$ cat src/rtl/brc_pkg.sv
package brc_pkg;
  typedef enum logic [1:0] {
    K_NONE   = 2'd0,
    K_BRANCH = 2'd1,
    K_LOOP   = 2'd2
  } kind_e;

  typedef struct packed {
    kind_e      kind;
    logic [3:0] cond;   // {bit15, bits10:8}
    logic [7:0] disp;   // branch displacement or loop distance in 5:0
    logic [2:0] ridx;   // loop register index
  } dec_t;

  // flag positions inside the {N,Z,V,C} vector
  localparam int FLAG_N = 3;
  localparam int FLAG_Z = 2;
  localparam int FLAG_V = 1;
  localparam int FLAG_C = 0;
endpackage

$ cat src/rtl/brc_decode.sv
module brc_decode
  import brc_pkg::*;
(
  input  logic [15:0] instr,
  output dec_t        dec
);
  localparam logic [6:0] LOOP_PREFIX = 7'b0111111;

  logic is_branch;
  logic is_loop;

  always_comb begin
    is_loop   = (instr[15:9] == LOOP_PREFIX);
    is_branch = (instr[14:11] == 4'd0) && ({instr[15], instr[10:8]} != 4'd0);
  end

  always_comb begin
    dec.cond = {instr[15], instr[10:8]};
    dec.disp = instr[7:0];
    dec.ridx = instr[8:6];
    if (is_loop)        dec.kind = K_LOOP;
    else if (is_branch) dec.kind = K_BRANCH;
    else                dec.kind = K_NONE;
  end
endmodule

$ cat src/rtl/brc_cond_eval.sv
module brc_cond_eval
  import brc_pkg::*;
(
  input  logic [3:0] flags,
  input  logic [3:0] cond,
  output logic       cond_ok
);
  localparam int NCOND = 16;

  logic n_f, z_f, v_f, c_f;
  logic [NCOND-1:0] cond_tbl;

  always_comb begin
    n_f = flags[FLAG_N];
    z_f = flags[FLAG_Z];
    v_f = flags[FLAG_V];
    c_f = flags[FLAG_C];
  end

  // Each even/odd pair shares one base test; the low bit of the code
  // picks the test itself (odd) or its complement (even).
  for (genvar i = 0; i < NCOND; i++) begin : g_cond
    localparam logic [3:0] CI = 4'(i);
    logic base;
    always_comb begin
      unique case ({CI[3], CI[2:1]})
        3'b000:  base = 1'b1;
        3'b001:  base = z_f;
        3'b010:  base = n_f ^ v_f;
        3'b011:  base = z_f | (n_f ^ v_f);
        3'b100:  base = n_f;
        3'b101:  base = c_f | z_f;
        3'b110:  base = v_f;
        default: base = c_f;
      endcase
      cond_tbl[i] = base ^ ~CI[0];
    end
  end

  assign cond_ok = cond_tbl[cond];
endmodule

$ cat src/rtl/brc_target.sv
module brc_target
  import brc_pkg::*;
#(
  parameter int W = 16
) (
  input  dec_t         dec,
  input  logic [W-1:0] pc,
  input  logic [W-1:0] loop_cur,
  input  logic         cond_ok,
  output logic         taken,
  output logic [W-1:0] next_pc,
  output logic         not_branch,
  output logic         loop_we,
  output logic [2:0]   loop_idx,
  output logic [W-1:0] loop_next
);
  localparam int LOOP_OFF_W = 6;

  logic [W-1:0] br_off;
  logic [W-1:0] lp_off;
  logic [W-1:0] dec_val;

  always_comb begin
    br_off  = {{(W-9){dec.disp[7]}}, dec.disp, 1'b0};
    lp_off  = {{(W-LOOP_OFF_W-1){1'b0}}, dec.disp[LOOP_OFF_W-1:0], 1'b0};
    dec_val = loop_cur - W'(1);
  end

  always_comb begin
    taken      = 1'b0;
    next_pc    = pc;
    not_branch = 1'b0;
    loop_we    = 1'b0;
    loop_idx   = dec.ridx;
    loop_next  = dec_val;
    unique case (dec.kind)
      K_BRANCH: begin
        taken = cond_ok;
        if (cond_ok) next_pc = pc + br_off;
      end
      K_LOOP: begin
        loop_we = 1'b1;
        taken   = (dec_val != '0);
        if (dec_val != '0) next_pc = pc - lp_off;
      end
      default: not_branch = 1'b1;
    endcase
  end
endmodule

$ cat src/rtl/brc_unit.sv
module brc_unit
  import brc_pkg::*;
#(
  parameter int W = 16
) (
  input  logic         clk,
  input  logic         rst_n,
  input  logic         in_valid,
  output logic         in_ready,
  input  logic [15:0]  in_instr,
  input  logic [3:0]   in_flags,
  input  logic [W-1:0] in_pc,
  input  logic [W-1:0] in_loop_val,
  output logic         out_valid,
  input  logic         out_ready,
  output logic         out_taken,
  output logic [W-1:0] out_next_pc,
  output logic         out_not_branch,
  output logic         out_loop_we,
  output logic [2:0]   out_loop_idx,
  output logic [W-1:0] out_loop_val
);
  localparam logic [W-1:0] FWD_REACH = W'(254);
  localparam logic [W-1:0] BWD_REACH = W'(256);
  localparam logic [W-1:0] LOOP_REACH = W'(126);

  dec_t         dec;
  logic         cond_ok;
  logic         nx_taken;
  logic [W-1:0] nx_pc;
  logic         nx_nb;
  logic         nx_we;
  logic [2:0]   nx_idx;
  logic [W-1:0] nx_val;
  logic         accept;

  brc_decode u_dec (
    .instr (in_instr),
    .dec   (dec)
  );

  brc_cond_eval u_cond (
    .flags   (in_flags),
    .cond    (dec.cond),
    .cond_ok (cond_ok)
  );

  brc_target #(.W(W)) u_tgt (
    .dec        (dec),
    .pc         (in_pc),
    .loop_cur   (in_loop_val),
    .cond_ok    (cond_ok),
    .taken      (nx_taken),
    .next_pc    (nx_pc),
    .not_branch (nx_nb),
    .loop_we    (nx_we),
    .loop_idx   (nx_idx),
    .loop_next  (nx_val)
  );

  assign in_ready = !out_valid || out_ready;
  assign accept   = in_valid && in_ready;

  always_ff @(posedge clk or negedge rst_n) begin
    if (!rst_n) begin
      out_valid      <= 1'b0;
      out_taken      <= 1'b0;
      out_next_pc    <= '0;
      out_not_branch <= 1'b0;
      out_loop_we    <= 1'b0;
      out_loop_idx   <= '0;
      out_loop_val   <= '0;
    end else begin
      if (accept) begin
        out_valid      <= 1'b1;
        out_taken      <= nx_taken;
        out_next_pc    <= nx_pc;
        out_not_branch <= nx_nb;
        out_loop_we    <= nx_we;
        out_loop_idx   <= nx_idx;
        out_loop_val   <= nx_val;
      end else if (out_ready) begin
        out_valid <= 1'b0;
      end
    end
  end

  AST_NB_QUIET: assert property (@(posedge clk) disable iff (!rst_n)
    out_valid && out_not_branch |-> !out_taken && !out_loop_we);

  AST_BR_REACH: assert property (@(posedge clk) disable iff (!rst_n)
    accept && nx_taken && dec.kind == K_BRANCH |=>
      (W'(out_next_pc - $past(in_pc)) <= FWD_REACH ||
       W'($past(in_pc) - out_next_pc) <= BWD_REACH) &&
      !out_next_pc[0] == !$past(in_pc[0]));

  AST_FALLTHRU: assert property (@(posedge clk) disable iff (!rst_n)
    accept && !nx_taken |=> out_next_pc == $past(in_pc));

  AST_LOOP_TAKE: assert property (@(posedge clk) disable iff (!rst_n)
    out_valid && out_loop_we |-> out_taken == (out_loop_val != '0));

  AST_LOOP_BACK: assert property (@(posedge clk) disable iff (!rst_n)
    accept && nx_we && nx_taken |=>
      W'($past(in_pc) - out_next_pc) <= LOOP_REACH);

  AST_STALL_HOLD: assert property (@(posedge clk) disable iff (!rst_n)
    out_valid && !out_ready |=> out_valid && $stable(out_next_pc) &&
      $stable(out_taken) && $stable(out_loop_val) && $stable(out_loop_we));

  AST_READY_FREE: assert property (@(posedge clk) disable iff (!rst_n)
    !out_valid |-> in_ready);
endmodule

$ cat config.mk
export PLATFORM = sky130hd
export DESIGN_NAME = brc_unit
export DESIGN_NICKNAME = d
export VERILOG_FILES = /design/src/rtl/brc_pkg.sv /design/src/rtl/brc_decode.sv /design/src/rtl/brc_cond_eval.sv /design/src/rtl/brc_target.sv /design/src/rtl/brc_unit.sv
export SDC_FILE = /design/constraint.sdc
export NUM_CORES = 1
export LEC_CHECK = 0
export BUFFER_PORTS_ARGS = -buffer_cell sky130_fd_sc_hd__buf_2
export CELL_PAD_IN_SITES_DETAIL_PLACEMENT = 1
export CELL_PAD_IN_SITES_GLOBAL_PLACEMENT = 2
export CORE_MARGIN = 4
export CORE_UTILIZATION = 31
export CTS_BUF_LIST = sky130_fd_sc_hd__clkbuf_2 sky130_fd_sc_hd__clkbuf_4 sky130_fd_sc_hd__clkbuf_8
export CTS_CLUSTER_DIAMETER = 40
export CTS_CLUSTER_SIZE = 10
export DETAILED_ROUTE_END_ITERATION = 6
export PLACE_DENSITY = 0.9
export SKIP_LAST_GASP = 1
export SYNTH_ARGS = -nofsm -noshare
export SYNTH_HDL_FRONTEND = slang
export SYNTH_SLANG_ARGS = --single-unit
$ cat constraint.sdc
create_clock -name clk -period 1.72 [get_ports clk]
set_input_delay 0.516 -clock clk [delete_from_list [all_inputs] [get_ports clk]]
set_output_delay 0.516 -clock clk [all_outputs]
set_load 0.005 [all_outputs]
Word level (Yosys, flattened, before mapping)
Cells that the tools add are included.

cells by class
  add/sub/neg operators = 3
  multiply operators = 0
  div/mod/pow operators = 0
  order comparisons = 1
  eq/ne operators = 3
  shifts and indexed selects = 0
  multiplexer cells = 12
  bitwise gates (word level) = 10
  reduce and logical (&&, ||, !) cells = 9

operators with widths
  cell                   count
  $mux 16                2
  $pmux 16 s2            1
  $add 16x16->16         1
  $reduce_bool 16->1     1
  $sub 16x1->16 const B  1
  $sub 16x7->16          1
  $eq 7x6->1 const B     1
  $not 1->1              7
  $mux 1                 6
  $lt 4x5->1 const B     1
  $bmux 1 s4             1
  $logic_not 4->1        1
  $reduce_bool 4->1      1
  $eq 2x1->1 const B     1
  $eq 2x2->1 const B     1
  $logic_and 1x1->1      2
  $mux 2                 1
  $or 1x1->1             2
  $pmux 1 s2             1
  $reduce_bool 2->1      1
  $reduce_or 2->1        1
  $logic_not 1->1        1
  $logic_or 1x1->1       1
  $xor 1x1->1            1

storage, ports and cells
  register bits = 39
  bits in latches = 0
  RAM bits = 0
  memory bits (read-only) = 0
  word-level logic and storage cells = 45
  memories kept = 0

Logic depth before layout (Yosys ltp)
Gate-level depths: netlist (run 1).

  depth after elaboration = 7
  gate-level depth with buffers = 11

By module
From an unflattened synthesis (run 1), not the netlist that was laid out.

second synthesis, totals
  cell total of the unflattened synthesis = 418
  area, all modules = 3926.3 um^2

by module, submodules not included
  module         instances  cells an instance  area each (um^2)
  brc_target     1          301                2134.5
  brc_unit       1          84                 1551.5
  brc_decode     1          22                 155.1
  brc_cond_eval  1          11                 85.1

Worst setup path before layout (run 1)
OpenSTA, ideal clock, no wires.

  path type = input-to-reg
  from = input port in_instr[0]
  to = register out_next_pc[15]
  library setup time = 0.127 ns
  arrival = 2.598 ns
  path slack = -1.005 ns
  stages on the path = 11
  path buffers = 0
  cells stage by stage = ha_1 -> inv_1 -> fa_1 -> or2_2 -> a211oi_1 -> o2111ai_1 -> nand3_1 -> nand2_1 -> o311ai_0 -> or3_1 -> nand3_1

on the way
  longest elaborated chain between the ends = 3

RTL lines
  element                                                 RTL line                            source
  start: declaration                                      brc_unit.sv:10                      input logic [15:0] in_instr,
  $sub 16x7->16 / $add 16x16->16 (equally long branches)  brc_target.sv:44, brc_target.sv:39
  $mux 16, on equally long branches                       brc_target.sv:44, brc_target.sv:39
  $pmux 16 s2 (*)                                         brc_target.sv:36                    unique case (dec.kind)
  end signal: assignment                                  brc_unit.sv:77                      out_next_pc <= nx_pc;
  end: declaration                                        brc_unit.sv:17                      output logic [W-1:0] out_next_pc,

Every way passes the cells marked *; elsewhere a longest branch is shown, timed or not.
A chain may end at the register's enable or synchronous reset.

Worst setup path after layout (run 1)
  from = input port in_loop_val[2]
  to = register out_next_pc[12]

on the way
  longest elaborated chain between the ends = 4

RTL lines
  element             RTL line          source
  start: declaration  brc_unit.sv:13    input logic [W-1:0] in_loop_val,
  $sub 16x1->16       brc_target.sv:26  dec_val = loop_cur - W'(1);
  $reduce_bool 16->1  brc_target.sv:44  if (dec_val != '0) next_pc = pc - lp_off;
  $mux 16             brc_target.sv:44
  $pmux 16 s2         brc_target.sv:36

Every way passes these cells.

==> metrics.md, run 1 <==
| Metric | Value |
|---|---|
| Syn Nets | `478` |
| Worst R2R End | `out_next_pc[9]` |
| Vias | `approximately 4400` |
| First-pass GRT wire length | `around 23 mm` |
| Yosys cell types | `approximately 70` |
| I/O Buffers | `95` |
| Largest net degree at the start of global routing | `36` |
| Total Power | `between 3 and 4 mW` |
| Initial Util | `31.7%` |
| Ys async rst share | `100%` |
| Die width | `between 100 and 150 µm` |
| Initial antenna violation count | `0` |
| Mapped Avg Cell Area | `between 8 and 9 µm²` |
| Non-Filler Instances | `about 760` |
| Worst min path class | `in2async` |
| Final setup viols | `18` |
| Slowest cell delay on critical path | `around 0.45 ns` |
| Dpl cell area | `0.00487 mm²` |
| Placed cells | `between 700 and 800` |
| Post-DRT Antenna Nets | `0` |
| Startpoint types | `primary input` |
| HPWL Detailed | `between 10 and 15 mm` |
| Ys Warns | `0` |
| RSZ-0062 raised after global routing | `yes` |
| Core region area | `~0.01 mm²` |
| Buf/Inv on CP | `2` |
| Xor/xnor share of the synthesized area | `under 10%` |
| Top layer in use | `met4` |
| Endpoints failing hold | `0` |
| WL met2 | `9.02 mm` |
| I/O pin cnt | `96` |
| Number of synthesized flops with an enable pin | `0` |
| CP Launch Point | `in_loop_val[2]` |
| Syn Inst Count | `about 400` |
| Share of layout cells above drive strength 1 | `~54%` |
| Slew @ Worst Pin | `about 0.45 ns` |
| Total Routing Usage GR | `23.1%` |
| Highest-count cells in the layout ignoring fill and taps | `120 x buf_4, 89 x buf_2, 56 x nand2_1` |
| Setup crit end kind | `flop` |
| R2R depth | `5` |
| Area Overhead vs Synth | `74.6%` |
| # rows | `37` |
| Drt initial violations | `210` |
| Routed wl met3 | `between 1 and 1.5 mm` |
| Req. time, crit path | `around 2 ns` |
| Final Wtd Congestion | `slightly below 0.9` |
| Reg clk slew, reported paths | `0.09 ns` |
| Failing checks | `setup timing` |
| CP endpoint | `out_next_pc[12]` |
| Drt first pass iters | `4` |
| Hold-fix buffers, CTS | `0` |
| Vias in the first global route | `4494` |
| Later-pin clock latency in the skew report | `about 0.32 ns` |
| Max-slew headroom | `between 60% and 70%` |
| Ys flop type | `dfrtp_1` |
| Largest family of logic cells by synthesized area | `simple AND/OR/NAND/NOR gates` |
| Max-cap violations | `0` |
| DRC | `0` |
| Adder-Cell Fraction of Synth Area | `roughly 9.7%` |
| Status | `complete, but fails checks` |
| R2R Setup Slk | `~0.20 ns` |
| Nets | `700` |
| Minimum clock period after layout | `~2.6 ns` |
| Post-synthesis cell area | `0.00326 mm²` |
| Worst reg2reg startpoint | `out_valid` |
| Number of synthesized register bits | `39` |
| Slowest CP cell | `or4_4` |
| Post-Route WL | `approximately 18 mm` |
| CTS sink count | `39` |
| Clock skew | `about 0.0054 ns` |
| CTS tree | `done` |
| Maximum clock path buffer count | `2` |
| Number of antenna diodes | `0` |
| Simple-Gate Fraction of Synth Area | `~30%` |
| Die height | `between 100 and 150 µm` |
| Grt ovf | `0` |
| Kind of critical path | `in2reg` |
| Synth Area in Compound Gates | `between 20% and 30%` |
| Multiplexer share of the synthesized area | `under 10%` |
| Worst Setup Slack, final | `-0.848 ns` |
| Die area | `around 0.012 mm²` |
| Period utilisation layout | `149%` |
| Clock Tree Root | `clkbuf_8` |
| H-Tree Depth | `2` |
| Fin. max-slew vios | `0` |
| FILL cells | `1238` |
| Crit-path cells | `buf_8 -> or3_4 -> buf_6 -> nor4_4 -> nor3_4 -> nand4_2 -> o21ai_4 -> or4_4 -> mux2_4 -> a31oi_1` |
| TritonCTS Buffers | `5` |
| Top Family by Delay on Critical Path | `simple AND/OR/NAND/NOR gates` |
| Final Cell Area | `0.00569 mm²` |
| Critical path arrival | `between 2 and 3 ns` |
| Routed wire length per instance | `23.3 µm` |
| Power per Cell Area | `between 500 and 600 mW/mm²` |
| Static Leak | `about 2.6 nW` |
| CP Depth | `10` |
| Detail-routed via count per cell | `~5.8` |
| Max frequency | `about 0.39 GHz` |
| DRT met1 WL | `approximately 6.4 mm` |
| Maximum vdd drop | `~0.32 mV` |
| Crit path max fanout | `6` |
| Register area share after synthesis | `29.9%` |
| Leading cell type in the layout, fill and taps excluded | `buf_4` |
## how the worst min path moves through the flow
| stage | from | endpoint | depth (start not counted) |
|---|---|---|---|
| 6_report | rst_n | out_loop_val[14] | 1 |
| 5_1_grt | rst_n | out_loop_val[14] | 1 |
| 4_1_cts | rst_n | out_loop_val[14] | 1 |
| 3_5_place_dp | rst_n | out_loop_val[14] | 1 |
| 3_3_place_gp | out_next_pc[0] | out_next_pc[0] | 2 |
| 2_1_floorplan | rst_n | out_loop_idx[0] | 0 |
## flip-flops by register name (all words and copies together), names as in the netlist
| name | flops |
|---|---|
| out_loop_idx | 3 |
| out_loop_val | 16 |
| out_loop_we | 1 |
| out_next_pc | 16 |
| out_not_branch | 1 |
| out_taken | 1 |
| out_valid | 1 |
## cells in the mapped netlist, types with 2 or more instances
cell | count | area (µm²)
inv_1 | 15 | 56.3
nor3b_1 | 5 | 37.5
o2bb2ai_1 | 4 | 35.0
and2_1 | 6 | 37.5
o221ai_1 | 3 | 26.3
xnor2_1 | 16 | 140
mux2i_1 | 3 | 30.0
a21o_1 | 5 | 37.5
nor4_1 | 5 | 31.3
dfrtp_1 | 39 | 976
o311ai_0 | 4 | 35.0
nor2_1 | 39 | 146
or4_1 | 5 | 37.5
nand2_1 | 58 | 218
or2_2 | 3 | 18.8
o22a_1 | 2 | 17.5
nand3_1 | 9 | 45.0
o211ai_1 | 4 | 30.0
nor4b_1 | 4 | 35.0
a211oi_1 | 5 | 37.5
o21ai_0 | 35 | 175
o21bai_1 | 2 | 15.0
ha_1 | 22 | 275
clkbuf_1 | 11 | 41.3
xor2_1 | 4 | 35.0
fa_1 | 2 | 40.0
o21a_1 | 3 | 22.5
or3_1 | 3 | 18.8
nand2b_1 | 4 | 25.0
buf_2 | 2 | 10.0
nor3_1 | 18 | 90.1
nor2b_1 | 8 | 50.1
a21oi_1 | 6 | 30.0
a31oi_1 | 9 | 56.3
## metal layers
metal  up-vias  global-route usage [%]
li1       1887                       -
met1      2126                    25.6
met2       240                    42.2
met3       109                    4.71
met4         0                    10.5
met5         -                       0
## timing repair
| item | 4_1_cts | 5_1_grt |
|---|---|---|
| setup buffers | 11 | 15 |
| gates resized for setup | 71 | 46 |
| endpoints found under the hold margin | 0 | 0 |
| pin swaps | 48 | 35 |
| setup endpoints to repair | 18 | 19 |
## per-stage QoR
stage | util (%) | setup WS [ns] | TNS, ns | hold slack [ns]
3_3_place_gp | 47.4 | -1.12 | -16.21 | 0.454
4_1_cts | 52.1 | -0.649 | -8.37 | 0.133
2_1_floorplan | - | -0.826 | -10.60 | 0.220
5_1_grt | 55.4 | -0.889 | -12.88 | 0.135
6_report | 55.4 | -0.848 | -12.00 | 0.115
3_5_place_dp | 47.4 | -1.25 | -18.85 | 0.468
## cell families (layout without fill, tap and decap cells)
| logic type | after synthesis | in the layout |
|---|---|---|
| simple gates | 183 | 183 |
| compound gates | 98 | 98 |
| flops | 39 | 39 |
| buf+inv | 30 | 253 |
| fa+ha+maj | 24 | 24 |
| xor+xnor | 20 | 20 |
| mux | 4 | 4 |
## power breakdown
part	switching, mW	total (mW)	internal, mW
clock	0.399	0.699	0.300
sequential	0.0810	1.12	1.04
combinational	0.778	1.46	0.678
total	1.26	3.27	2.02
## final cells by class
cell class	count	area, µm²	area share (%)
clock buffer	6	76.3	1.34
clock inverter	2	12.5	0.220
inverter	15	63.8	1.12
multi-input combinational	329	2760	48.4
sequential	39	976	17.1
tap	136	170	2.99
timing repair buffer	230	1640	28.8
Power figures use the tool's default switching activity.
==> inputs of run 2 (changes only) <==
- ABC_AREA: not set -> 1
- CORE_UTILIZATION: 31 -> 29
- PLACE_DENSITY: 0.9 -> 0.89
- TNS_END_PERCENT: not set -> 20
==> run 2 against run 1 <==
- the run still ends with setup timing left
- synthesized cell count is 67% higher
- die area is 30% higher
- global-route usage is 1.7 points lower
- largest cell class unchanged
- highest routed layer unchanged
==> metrics.md, run 2 <==
| Metric | Value |
|---|---|
| Status | `complete, but fails checks` |
| Max-slew headroom | `between 60% and 70%` |
| I/O Buffers | `95` |
| Routed wire length per instance | `around 16 µm` |
| Final Wtd Congestion | `a little under 0.9` |
| Ys async rst share | `100%` |
| Kind of critical path | `in2reg` |
| Area Overhead vs Synth | `58.7%` |
| Top-count cell post-synth | `nand2_1` |
| Grt ovf | `0` |
| Slowest CP cell | `ha_4` |
| Minimum clock period after layout | `between 2 and 2.5 ns` |
| Crit path max fanout | `5` |
| Leading cell type in the layout, fill and taps excluded | `nand2_1` |
| HPWL Detailed | `14.4 mm` |
| Highest-count cells in the layout ignoring fill and taps | `178 x nand2_1, 154 x buf_4, 91 x buf_2` |
| Worst min path class | `in2async` |
| Crit-path cells | `buf_2 -> inv_1 -> ha_4 -> buf_4 -> nand2_1 -> nand2_1 -> nor2_2 -> o31ai_2 -> buf_4 -> nand2_1 -> nand3_1 -> nand2_1 -> nand2_2 -> nand3_2 -> nand3_2 -> nand2_1 -> nand2_1` |
| Share of layout cells above drive strength 1 | `between 40% and 50%` |
| Fin. max-slew vios | `0` |
| Setup TNS | `-5.08 ns` |
| TritonCTS Buffers | `5` |
| Req. time, crit path | `approximately 1.9 ns` |
| Yosys cell types | `39` |
| Non-Filler Instances | `between 1000 and 1500` |
| Die area | `around 0.016 mm²` |
| Maximum vdd drop | `about 0.30 mV` |
| Clock skew | `about 0.0054 ns` |
| Nets | `~1000` |
| Number of synthesized flops with an enable pin | `0` |
| Worst Setup Slack, final | `-0.394 ns` |
| Number of antenna diodes | `0` |
| Syn Nets | `between 700 and 800` |
| Period utilisation layout | `123%` |
| RSZ-0062 raised after global routing | `yes` |
| Buf/Inv on CP | `4` |
| Syn Inst Count | `roughly 670` |
| Total Routing Usage GR | `between 20% and 30%` |
| Setup crit end kind | `flop` |
| Post-DRT Antenna Nets | `0` |
| Failing checks | `setup timing` |
| Dpl cell area | `0.00583 mm²` |
| Drt initial violations | `approximately 230` |
| Max-cap violations | `0` |
| Hold-fix buffers, CTS | `0` |
| Critical path arrival | `about 2.3 ns` |
| Maximum clock path buffer count | `2` |
| FF+latch area | `a little under 0.001 mm²` |
| I/O pin cnt | `96` |
| Vias | `about 5400` |
| Later-pin clock latency in the skew report | `approximately 0.30 ns` |
| Final setup viols | `17` |
| Leading area contributor after synthesis | `dfrtp_1` |
| Multi-input gate area | `0.00311 mm²` |
| Die width | `approximately 130 µm` |
| Register area share after synthesis | `about a quarter` |
| Final Cell Area | `0.00643 mm²` |
| Initial Util | `between 30% and 40%` |
| Synth area leaders | `dfrtp_1 24%, nand2_1 18%, nand3_1 9.0%` |
| Largest net degree at the start of global routing | `40` |
| Drt first pass iters | `4` |
| Slew @ Worst Pin | `approximately 0.54 ns` |
| Final Util | `a little under half` |
| First-pass GRT wire length | `28.4 mm` |
| Die height | `around 130 µm` |
| # rows | `42` |
| Clock Tree Root | `clkbuf_8` |
| CTS sink count | `39` |
| Slowest cell delay on critical path | `roughly 0.23 ns` |
| Endpoints failing hold | `0` |
| Static Leak | `roughly 3.3 nW` |
| DRC | `0` |
| Reg clk slew, reported paths | `about 0.080 ns` |
| Ys flop type | `dfrtp_1` |
| Detail-routed via count per cell | `just under 5` |
| Total Power | `about 3.4 mW` |
| Synth top area share | `24.1%` |
| CTS tree | `done` |
| Crit-path most repeated cell | `nand2_1` |
| Top Registers | `out_loop_val: 16 flops, out_next_pc: 16 flops, out_loop_idx: 3 flops` |
| Max frequency | `about 0.47 GHz` |
| Initial antenna violation count | `0` |
| Power per Cell Area | `around 530 mW/mm²` |
| Startpoint types | `primary input` |
| FILL cells | `between 1500 and 2000` |
| Post-synth top cells | `199 x nand2_1, 89 x nor2_1, 76 x inv_1, 73 x nand3_1, 41 x o21ai_0` |
| Core region area | `~0.013 mm²` |
| Vias in the first global route | `5779` |
| Post-Route WL | `18.0 mm` |
| Placed cells | `roughly 1100` |
| Post-synthesis cell area | `0.00405 mm²` |
| Number of synthesized register bits | `39` |
| H-Tree Depth | `2` |
| Top Family by Delay on Critical Path | `simple AND/OR/NAND/NOR gates` |
| Ys Warns | `0` |
| Mapped Avg Cell Area | `between 6 and 7 µm²` |
[run 2: changes by cell type after synthesis, moves of 7 or more]
cell,previous run,this run
a21oi_1,6,23
inv_1,15,76
nand2_1,58,199
nand3_1,9,73
nor2_1,39,89
nor2_2,0,7
nor2b_1,8,0
nor3_1,18,9
xnor2_1,16,2
xor2_1,4,18
[run 2: stage by stage]
step | hold WS [ns] | setup slack (ns)
finish | 0.283 | -0.394
global route | 0.322 | -0.502
CTS | 0.299 | -0.318
detailed placement | 0.464 | -0.810
global placement | 0.456 | -0.741
floorplan | 0.220 | -0.356
[run 2: final timing paths]
kind	start	end	slack, ns	cells after the start
worst min-delay path	rst_n	out_loop_val[7]	0.28	2
min in group clk	in_pc[0]	out_next_pc[0]	0.43	3
worst min register to register	out_next_pc[0]	out_next_pc[0]	0.48	2
max in group asynchronous	rst_n	out_next_pc[0]	1.07	2
worst max-delay path	in_instr[4]	out_next_pc[14]	-0.39	17
worst max register to register	out_valid	out_next_pc[11]	0.31	7
[run 2: power breakdown]
part           internal (mW)  switching [mW]  total (mW)
Clock                  0.317           0.346       0.663
Sequential              1.04          0.0870        1.13
Combinational          0.738           0.895        1.63
Total                   2.10            1.33        3.43
[run 2: what timing repair did]
item | in CTS | in global routing
gates resized for setup | 31 | 71
buffers inserted | 5 | 7
endpoints found under the setup margin | 16 | 19
cloned | 0 | 1
pin swaps | 7 | 41
[run 2: cells by family (layout without fill, tap and decap cells)]
family | count (synthesis) | in the layout | share of synthesized area [%]
compound gates | 83 | 83 | 11.1
xor+xnor | 20 | 20 | 4.32
fa+ha+maj | 24 | 24 | 7.78
buf+inv | 92 | 340 | 8.77
flops | 39 | 39 | 24.1
simple gates | 407 | 407 | 43.9
[run 2: final cells by class]
| class | count | share of cell area, % |
|---|---|---|
| Sequential cell | 39 | 15.2 |
| Inverter | 80 | 4.79 |
| Timing Repair Buffer | 252 | 26.8 |
| Clock inverter | 1 | 0.0778 |
| Clock buffer | 7 | 1.30 |
| Multi-Input combinational cell | 534 | 48.4 |
| Tap cell | 176 | 3.42 |
[run 2: metal layers]
| layer | up-vias | global-route usage, % | share of wire [%] |
|---|---|---|---|
| li1 | 2633 | - | - |
| met1 | 2597 | 26.1 | 42 |
| met2 | 112 | 40.1 | 53 |
| met3 | 21 | 2.58 | 3.5 |
| met4 | 0 | 4.86 | 1.5 |
| met5 | - | 0 | 0 |
